<file path="src/rtl/fsw_pkg.sv">
package fsw_pkg;

  typedef enum logic [1:0] {
    MODE_TONE    = 2'd0,
    MODE_SWEEP   = 2'd1,
    MODE_NODWELL = 2'd2
  } fsw_mode_e;

  typedef enum logic [1:0] {
    ND_IDLE = 2'd0,
    ND_RUN  = 2'd1,
    ND_SNAP = 2'd2
  } nd_state_e;

endpackage

</file>
<file path="src/rtl/fsw_profile_mux.sv">
module fsw_profile_mux #(
  parameter int NPROF = 8,
  parameter int FTW_W = 48,
  parameter int POW_W = 14,
  localparam int SEL_W = $clog2(NPROF)
) (
  input  logic [NPROF*FTW_W-1:0] prof_ftw,
  input  logic [NPROF*POW_W-1:0] prof_pow,
  input  logic [SEL_W-1:0]       sel,
  output logic [FTW_W-1:0]       sel_ftw,
  output logic [POW_W-1:0]       sel_pow,
  output logic [FTW_W-1:0]       lo_ftw,
  output logic [FTW_W-1:0]       hi_ftw
);

  logic [FTW_W-1:0] ftw_arr [NPROF];
  logic [POW_W-1:0] pow_arr [NPROF];

  for (genvar i = 0; i < NPROF; i++) begin : g_split
    assign ftw_arr[i] = prof_ftw[i*FTW_W +: FTW_W];
    assign pow_arr[i] = prof_pow[i*POW_W +: POW_W];
  end

  assign sel_ftw = ftw_arr[sel];
  assign sel_pow = pow_arr[sel];
  assign lo_ftw  = ftw_arr[0];
  assign hi_ftw  = ftw_arr[1];

endmodule

</file>
<file path="src/rtl/fsw_rate_timer.sv">
module fsw_rate_timer #(
  parameter int RATE_W = 16
) (
  input  logic              clk,
  input  logic              rst,
  input  logic              run,
  input  logic              restart,
  input  logic [RATE_W-1:0] rate,
  output logic              tick
);

  logic [RATE_W-1:0] cnt;
  logic [RATE_W-1:0] rate_eff;
  logic [RATE_W-1:0] cnt_use;

  assign rate_eff = (rate == '0) ? RATE_W'(1) : rate;
  assign cnt_use  = restart ? '0 : cnt;
  assign tick     = run && (cnt_use == rate_eff - RATE_W'(1));

  always_ff @(posedge clk) begin
    if (rst || !run) begin
      cnt <= '0;
    end else if (tick) begin
      cnt <= '0;
    end else begin
      cnt <= cnt_use + RATE_W'(1);
    end
  end

  // a zero rate steps on every running clock
  p_rate_zero_r8: assert property (@(posedge clk) disable iff (rst)
    (run && rate == '0) |-> tick);

  // after a step the interval count starts over
  p_count_restart_r4: assert property (@(posedge clk) disable iff (rst)
    tick |=> (cnt == '0));

endmodule

</file>
<file path="src/rtl/fsw_step_unit.sv">
module fsw_step_unit #(
  parameter int FTW_W = 48
) (
  input  logic [FTW_W-1:0] cur,
  input  logic [FTW_W-1:0] delta,
  input  logic [FTW_W-1:0] lo,
  input  logic [FTW_W-1:0] hi,
  input  logic             up,
  output logic [FTW_W-1:0] nxt,
  output logic             reach
);

  logic [FTW_W:0] sum;
  logic [FTW_W:0] diff;

  assign sum  = {1'b0, cur} + {1'b0, delta};
  assign diff = {1'b0, cur} - {1'b0, delta};

  always_comb begin
    if (up) begin
      if (sum >= {1'b0, hi}) begin
        nxt   = hi;
        reach = 1'b1;
      end else begin
        nxt   = sum[FTW_W-1:0];
        reach = 1'b0;
      end
    end else begin
      if (diff[FTW_W] || (diff[FTW_W-1:0] <= lo)) begin
        nxt   = lo;
        reach = 1'b1;
      end else begin
        nxt   = diff[FTW_W-1:0];
        reach = 1'b0;
      end
    end
  end

endmodule

</file>
<file path="src/rtl/fsweep_ctrl.sv">
module fsweep_ctrl #(
  parameter int NPROF  = 8,
  parameter int FTW_W  = 48,
  parameter int POW_W  = 14,
  parameter int RATE_W = 16,
  localparam int SEL_W = $clog2(NPROF)
) (
  input  logic                   clk,
  input  logic                   rst,
  input  logic [NPROF*FTW_W-1:0] prof_ftw,
  input  logic [NPROF*POW_W-1:0] prof_pow,
  input  logic [SEL_W-1:0]       prof_sel,
  input  logic                   sweep_en,
  input  logic                   no_dwell,
  input  logic [FTW_W-1:0]       rise_delta,
  input  logic [FTW_W-1:0]       fall_delta,
  input  logic [RATE_W-1:0]      rise_rate,
  input  logic [RATE_W-1:0]      fall_rate,
  output logic [FTW_W-1:0]       ftw_out,
  output logic [POW_W-1:0]       pow_out,
  output logic                   sweep_done
);

  import fsw_pkg::*;

  logic [FTW_W-1:0] sel_ftw, lo_ftw, hi_ftw;
  logic [POW_W-1:0] sel_pow;

  fsw_profile_mux #(
    .NPROF(NPROF), .FTW_W(FTW_W), .POW_W(POW_W)
  ) u_mux (
    .prof_ftw(prof_ftw),
    .prof_pow(prof_pow),
    .sel     (prof_sel),
    .sel_ftw (sel_ftw),
    .sel_pow (sel_pow),
    .lo_ftw  (lo_ftw),
    .hi_ftw  (hi_ftw)
  );

  fsw_mode_e mode, mode_q;
  nd_state_e nd_st;
  logic      dir, dir_q, s0_q;
  logic      entry, at_lim, start;
  logic      tmr_run, tmr_restart, tick;
  logic      step_up, reach;
  logic [RATE_W-1:0] rate_mux;
  logic [FTW_W-1:0]  delta_mux, nxt;

  assign mode  = !sweep_en ? MODE_TONE : (no_dwell ? MODE_NODWELL : MODE_SWEEP);
  assign dir   = prof_sel[0];
  assign entry = (mode != mode_q) && (mode != MODE_TONE);

  assign at_lim = dir ? (ftw_out >= hi_ftw) : (ftw_out <= lo_ftw);
  assign start  = (mode == MODE_NODWELL) && !entry && (nd_st == ND_IDLE)
                  && dir && !s0_q;

  always_comb begin
    if (mode == MODE_SWEEP) begin
      tmr_run     = !entry && !at_lim;
      tmr_restart = (dir != dir_q);
      step_up     = dir;
    end else if (mode == MODE_NODWELL) begin
      tmr_run     = !entry && (nd_st == ND_RUN);
      tmr_restart = 1'b0;
      step_up     = 1'b1;
    end else begin
      tmr_run     = 1'b0;
      tmr_restart = 1'b0;
      step_up     = 1'b1;
    end
    rate_mux  = step_up ? rise_rate  : fall_rate;
    delta_mux = step_up ? rise_delta : fall_delta;
  end

  fsw_rate_timer #(.RATE_W(RATE_W)) u_tmr (
    .clk    (clk),
    .rst    (rst),
    .run    (tmr_run),
    .restart(tmr_restart),
    .rate   (rate_mux),
    .tick   (tick)
  );

  fsw_step_unit #(.FTW_W(FTW_W)) u_step (
    .cur  (ftw_out),
    .delta(delta_mux),
    .lo   (lo_ftw),
    .hi   (hi_ftw),
    .up   (step_up),
    .nxt  (nxt),
    .reach(reach)
  );

  always_ff @(posedge clk) begin
    if (rst) begin
      ftw_out    <= lo_ftw;
      pow_out    <= '0;
      sweep_done <= 1'b0;
      mode_q     <= MODE_TONE;
      nd_st      <= ND_IDLE;
      dir_q      <= 1'b0;
      s0_q       <= 1'b0;
    end else begin
      mode_q     <= mode;
      dir_q      <= dir;
      s0_q       <= dir;
      pow_out    <= sel_pow;
      sweep_done <= 1'b0;
      case (mode)
        MODE_SWEEP: begin
          nd_st <= ND_IDLE;
          if (entry) ftw_out <= lo_ftw;
          else if (tick) ftw_out <= nxt;
        end
        MODE_NODWELL: begin
          if (entry) begin
            ftw_out <= lo_ftw;
            nd_st   <= ND_IDLE;
          end else begin
            case (nd_st)
              ND_IDLE: if (start) nd_st <= ND_RUN;
              ND_RUN: begin
                if (tick) begin
                  ftw_out <= nxt;
                  if (reach) begin
                    nd_st      <= ND_SNAP;
                    sweep_done <= 1'b1;
                  end
                end
              end
              default: begin
                ftw_out <= lo_ftw;
                nd_st   <= ND_IDLE;
              end
            endcase
          end
        end
        default: begin
          nd_st   <= ND_IDLE;
          ftw_out <= sel_ftw;
        end
      endcase
    end
  end

  // single tone follows the selected profile
  p_tone_ftw_r1: assert property (@(posedge clk) disable iff (rst)
    (mode == MODE_TONE) |=> (ftw_out == $past(sel_ftw)));

  // phase always from the selected profile
  p_phase_r2: assert property (@(posedge clk) disable iff (rst)
    !rst |=> (pow_out == $past(sel_pow)));

  // entering a sweep mode loads the lower limit
  p_entry_lo_r3: assert property (@(posedge clk) disable iff (rst)
    entry |=> (ftw_out == $past(lo_ftw)));

  // at a limit in the present direction the word holds
  p_hold_r6: assert property (@(posedge clk) disable iff (rst)
    (mode == MODE_SWEEP && !entry && at_lim) |=> $stable(ftw_out));

  // done marks the upper limit, lasts one clock, then snap back
  p_done_upper_r10: assert property (@(posedge clk) disable iff (rst)
    $rose(sweep_done) |-> (ftw_out == $past(hi_ftw)));
  p_done_pulse_r10: assert property (@(posedge clk) disable iff (rst)
    sweep_done |=> !sweep_done);
  p_snap_r10: assert property (@(posedge clk) disable iff (rst)
    (sweep_done && mode == MODE_NODWELL) |=> (ftw_out == $past(lo_ftw)));

  // no sweep starts without a fresh edge
  p_fresh_edge_r11: assert property (@(posedge clk) disable iff (rst)
    (nd_st == ND_IDLE && s0_q) |=> (nd_st != ND_RUN));

endmodule

</file>
<file path="config.mk">
export PLATFORM = sky130hd
export DESIGN_NAME = fsweep_ctrl
export DESIGN_NICKNAME = d
export VERILOG_FILES = /design/src/rtl/fsw_pkg.sv /design/src/rtl/fsw_profile_mux.sv /design/src/rtl/fsw_rate_timer.sv /design/src/rtl/fsw_step_unit.sv /design/src/rtl/fsweep_ctrl.sv
export SDC_FILE = /design/constraint.sdc
export NUM_CORES = 1
export LEC_CHECK = 0
export BUFFER_PORTS_ARGS = -buffer_cell sky130_fd_sc_hd__buf_2
export CAP_MARGIN = 20
export CORE_MARGIN = 2
export CORE_UTILIZATION = 30
export CTS_CLUSTER_SIZE = 12
export DETAILED_ROUTE_END_ITERATION = 7
export HOLD_SLACK_MARGIN = 0.02
export MAX_ROUTING_LAYER = met4
export PLACE_DENSITY = 0.57
export SKIP_LAST_GASP = 1
export SLEW_MARGIN = 25
export SYNTH_ARGS = -nofsm -noshare
export SYNTH_HDL_FRONTEND = slang
export SYNTH_SLANG_ARGS = --single-unit
</file>
<file path="constraint.sdc">
create_clock -name clk -period 20.1 [get_ports clk]
set_input_delay 4.02 -clock clk [delete_from_list [all_inputs] [get_ports clk]]
set_output_delay 4.02 -clock clk [all_outputs]
set_load 0.05 [all_outputs]
</file>
==> results.toml <==
[worst_setup_path]
cp.buffers_inverters = 4
cp_slowest_stage_delay_ns = 0.85
slowest_stage = "nand3_2"
r2r_end = "ftw_out[3]$_DFFE_PP_"
rr_startpoint = "ftw_out[1]$_DFFE_PP_"
path_delay_family = "compound AO/OA/AOI/OAI gates"
r2r_cells = 20
cp_max_fo = 58
critical_path_arrival_ns = 13.84
endpoint_kind = "flop"
ff2ff_setup_slack_ns = 11.66
crit_required_ns = 20.23
start_kind = "input pin"
path_class = "input pin to flop"

[layout]
multiInputGateArea_um2 = 17900
area_growth_pct = 21.7
nets = 4253
drive_gt1_frac = 0.275
ff_latch_area_um2 = 2160
final_cell_area_um2 = 26100
fill_cells = 7638

[yosys]
yosys.area_share.simple = 0.189
syn_area_per_cell_um2 = 7.80
syn-cell-area_um2 = 21500
ys.flop_type = "edfxtp_1"
muxShareOfSynthArea = 0.170
synth.distinct_cells = 96
synth_xor_area_frac = 0.0473
synth_top_area_frac = 0.170
syn_inst = 2753
synth-adder-area-share = 0.171
yosys_warnings = 0
synth_area_leaders = "ha_1, mux4_2, edfxtp_1, a21oi_1, nor2_1"
synth_top_family_by_area = "compound AO/OA/AOI/OAI gates"
synth_compound_area_frac = 0.253
synthesis.nets = 3677
synth-seq-cells = 84
yosys.area.top_type = "ha_1"
ys_seq_area_frac = 0.101
synthArstFlopShare = 0
synth-edff-count = 48

[power_and_ir_drop]
irDropWorstVdd_mv = 0.0434
power_density_nw_per_um2 = 61.9
leakagePower_nw = 12.0

[clock_network]
cts-resized-gates = 0
clk_pin_slew_ns = 0.07
post-cts-setup-buffers = 0
tritoncts = "yes"
cts.sinks = 84
ctsRootBufferMaster = "clkbuf_16"
numCtsBuffers = 9
htreeDepth = 3
cts_hold_buf = 0
clock_path_buffers = 2
clk_latency_ns = 0.39

[global_route]
grt_overflow = 0
antenna_found_initial = 34
grt_pass1_wl_mm = 164
grt_max_degree = 68
grt_usage = 0.306
grt_pass1_vias = 24300

[status]
outcome = "complete, no violations"

[place]
hpwl_mm = 94.1
place_area_um2 = 25700
io_buffers = 693
place_congestion = 1.01

[route]
wire_per_inst_um = 26.3
via_per_inst = 5.88
drc = 0
first_pass_iters = 8
drt_iter0_markers = 2730
ant_nets = 0
vias = 25300
wl_mm = 113

[job]
max-cap-violations = 0

[floorplan]
die_x_um = 272
boundaryPins = 694
initial_core_util = 0.302
fp.coreArea_um2 = 71100
fp.dieH_um = 272
fp.dieArea_um2 = 73700
rows = 98

[sta]
slew_viol_final = 0
fmax_mhz = 72.9
skew_ns = 0.0218
rsz0062_at_grt = "no"
slew_headroom = 0.249
worstMarginPinSlew_ns = 1.13
setup_viol = 0
finalCriticalPeriod_ns = 13.71
period_share = 0.682
hold_viol_final = 0
fin_tns_setup_ns = 0

[hold_path]
hold_end = "u_tmr.cnt[11]$_SDFF_PP0_"
holdCritStartpoint = "u_tmr.cnt[11]$_SDFF_PP0_"
hold_depth = 2
hp-class = "flop to flop"
worst max-delay path by stage:
stage | start | slack (ns) | endpoint | cells past startpoint
final | sweep_en | 6.39 | ftw_out[3]$_DFFE_PP_ | 27
after global routing | sweep_en | 6.10 | ftw_out[3]$_DFFE_PP_ | 27
after CTS | sweep_en | 6.67 | ftw_out[3]$_DFFE_PP_ | 27
after detailed placement | sweep_en | 6.28 | ftw_out[3]$_DFFE_PP_ | 27
after global placement | sweep_en | 6.24 | ftw_out[3]$_DFFE_PP_ | 27
after floorplan | no_dwell | 8.94 | ftw_out[30]$_DFFE_PP_ | 33
registers in the layout, indices dropped and copies added, names as in the netlist:
signal,flops
pow_out,14
mode_q,2
ftw_out,48
u_tmr.cnt,16
s0_q,1
sweep_done,1
nd_st,2
metal layers:
layer / GRT usage / part of all wire / vias up
met5: - / 0 / -
met4: 0.0750 / 0.027 / 0
met3: 0.0674 / 0.10 / 144
met2: 0.461 / 0.44 / 1430
met1: 0.416 / 0.43 / 12200
li1: - / - / 11500
worst register-to-register path, cell delays in order (launching register included):
cell and delay [ns]:
edfxtp_1 0.53, inv_1 0.18, fa_1 0.49, nand2b_1 0.18, a21o_1 0.25, a2111oi_0 0.78
a211oi_1 0.31, a211oi_1 0.80, o21ai_0 0.26, xnor2_1 0.42, ha_1 0.34, nand2_1 0.07
o21ai_0 0.11, a2111oi_0 0.78, o31ai_1 0.19, o31ai_1 0.36, o211a_1 0.28, nand3_2 0.85
o22ai_1 0.75, o31a_1 0.21, o31ai_1 0.06
placed cells by master (no fill, tap or decap), types with 18 or more instances in the layout:
cell type | netlist | layout
xnor2_1 | 98 | 98
mux2i_1 | 76 | 76
nand2_1 | 258 | 258
inv_1 | 212 | 212
nor2_1 | 277 | 275
nor3_1 | 80 | 80
nor4_1 | 26 | 25
a211oi_1 | 43 | 41
nand3_1 | 53 | 51
o22ai_1 | 40 | 40
o21bai_1 | 34 | 34
mux4_2 | 124 | 124
o21ai_0 | 134 | 134
nand2b_1 | 32 | 32
buf_4 | 2 | 28
a31oi_1 | 22 | 22
o31a_1 | 28 | 28
diode_2 | 0 | 24
edfxtp_1 | 48 | 48
a21o_1 | 46 | 46
nand4_1 | 52 | 52
dfxtp_1 | 36 | 36
nor2b_1 | 22 | 22
o211ai_1 | 22 | 22
ha_1 | 291 | 291
a21oi_1 | 214 | 213
o31ai_1 | 47 | 47
buf_2 | 35 | 690
xor2_1 | 18 | 18
logic make-up (layout without fill, tap and decap cells):
logic type,after synthesis,in the layout
adders and majority gates,293,293
AOI/OAI and AO/OA,809,809
buffers and inverters,370,951
and+or+nand+nor,872,872
other,0,24
xor gates and xnor gates,116,116
muxes,209,209
DFF,84,84
metrics by stage:
stage	utilization	hold WS [ns]	instances	setup WS [ns]	total power, W
2_1_floorplan	-	0.492	2753	8.94	0.000973
3_3_place_gp	0.362	0.514	4268	6.24	0.00138
3_5_place_dp	0.362	0.525	4268	6.28	0.00138
4_1_cts	0.366	0.542	4284	6.67	0.00159
5_1_grt	0.367	0.598	4304	6.10	0.00172
6_report	0.367	0.544	4308	6.39	0.00162
layout make-up:
| class | count | area share |
|---|---|---|
| Multi-Input combinational cell | 2299 | 0.685 |
| Timing Repair Buffer | 720 | 0.141 |
| Sequential cell | 84 | 0.0828 |
| Tap cell | 950 | 0.0455 |
| Inverter | 215 | 0.0309 |
| Clock buffer | 11 | 0.00929 |
| Clock inverter | 5 | 0.00311 |
| Antenna cell | 24 | 0.00230 |
where the power goes:
part / total, W / internal, W / switching (W)
clock network: 0.000203 / 0.000113 / 0.0000899
logic: 0.00118 / 0.000426 / 0.000750
registers: 0.000238 / 0.000200 / 0.0000379
total: 0.00162 / 0.000739 / 0.000878
cells in the mapped netlist (10+ instances only):
cell         n
a21oi_1    214
xor2_1      18
ha_1       291
o211ai_1    22
nor3_1      80
nand4_1     52
a21o_1      46
a211o_1     16
o21ai_0    134
o31ai_1     47
and4_1      11
a211oi_1    43
o221ai_1    13
nand2_1    258
nand3_1     53
a2111oi_0   12
buf_1       29
o21a_1      16
a221oi_1    13
nor4_1      26
inv_1      212
a21boi_0    10
edfxtp_1    48
o21bai_1    34
nand2b_1    32
a31oi_1     22
dfxtp_1     36
nor2_1     277
o22ai_1     40
mux4_2     124
clkbuf_1    85
buf_2       35
nor2b_1     22
xnor2_1     98
mux2i_1     76
o31a_1      28
Note: power is estimated with default switching activity, not from simulation.
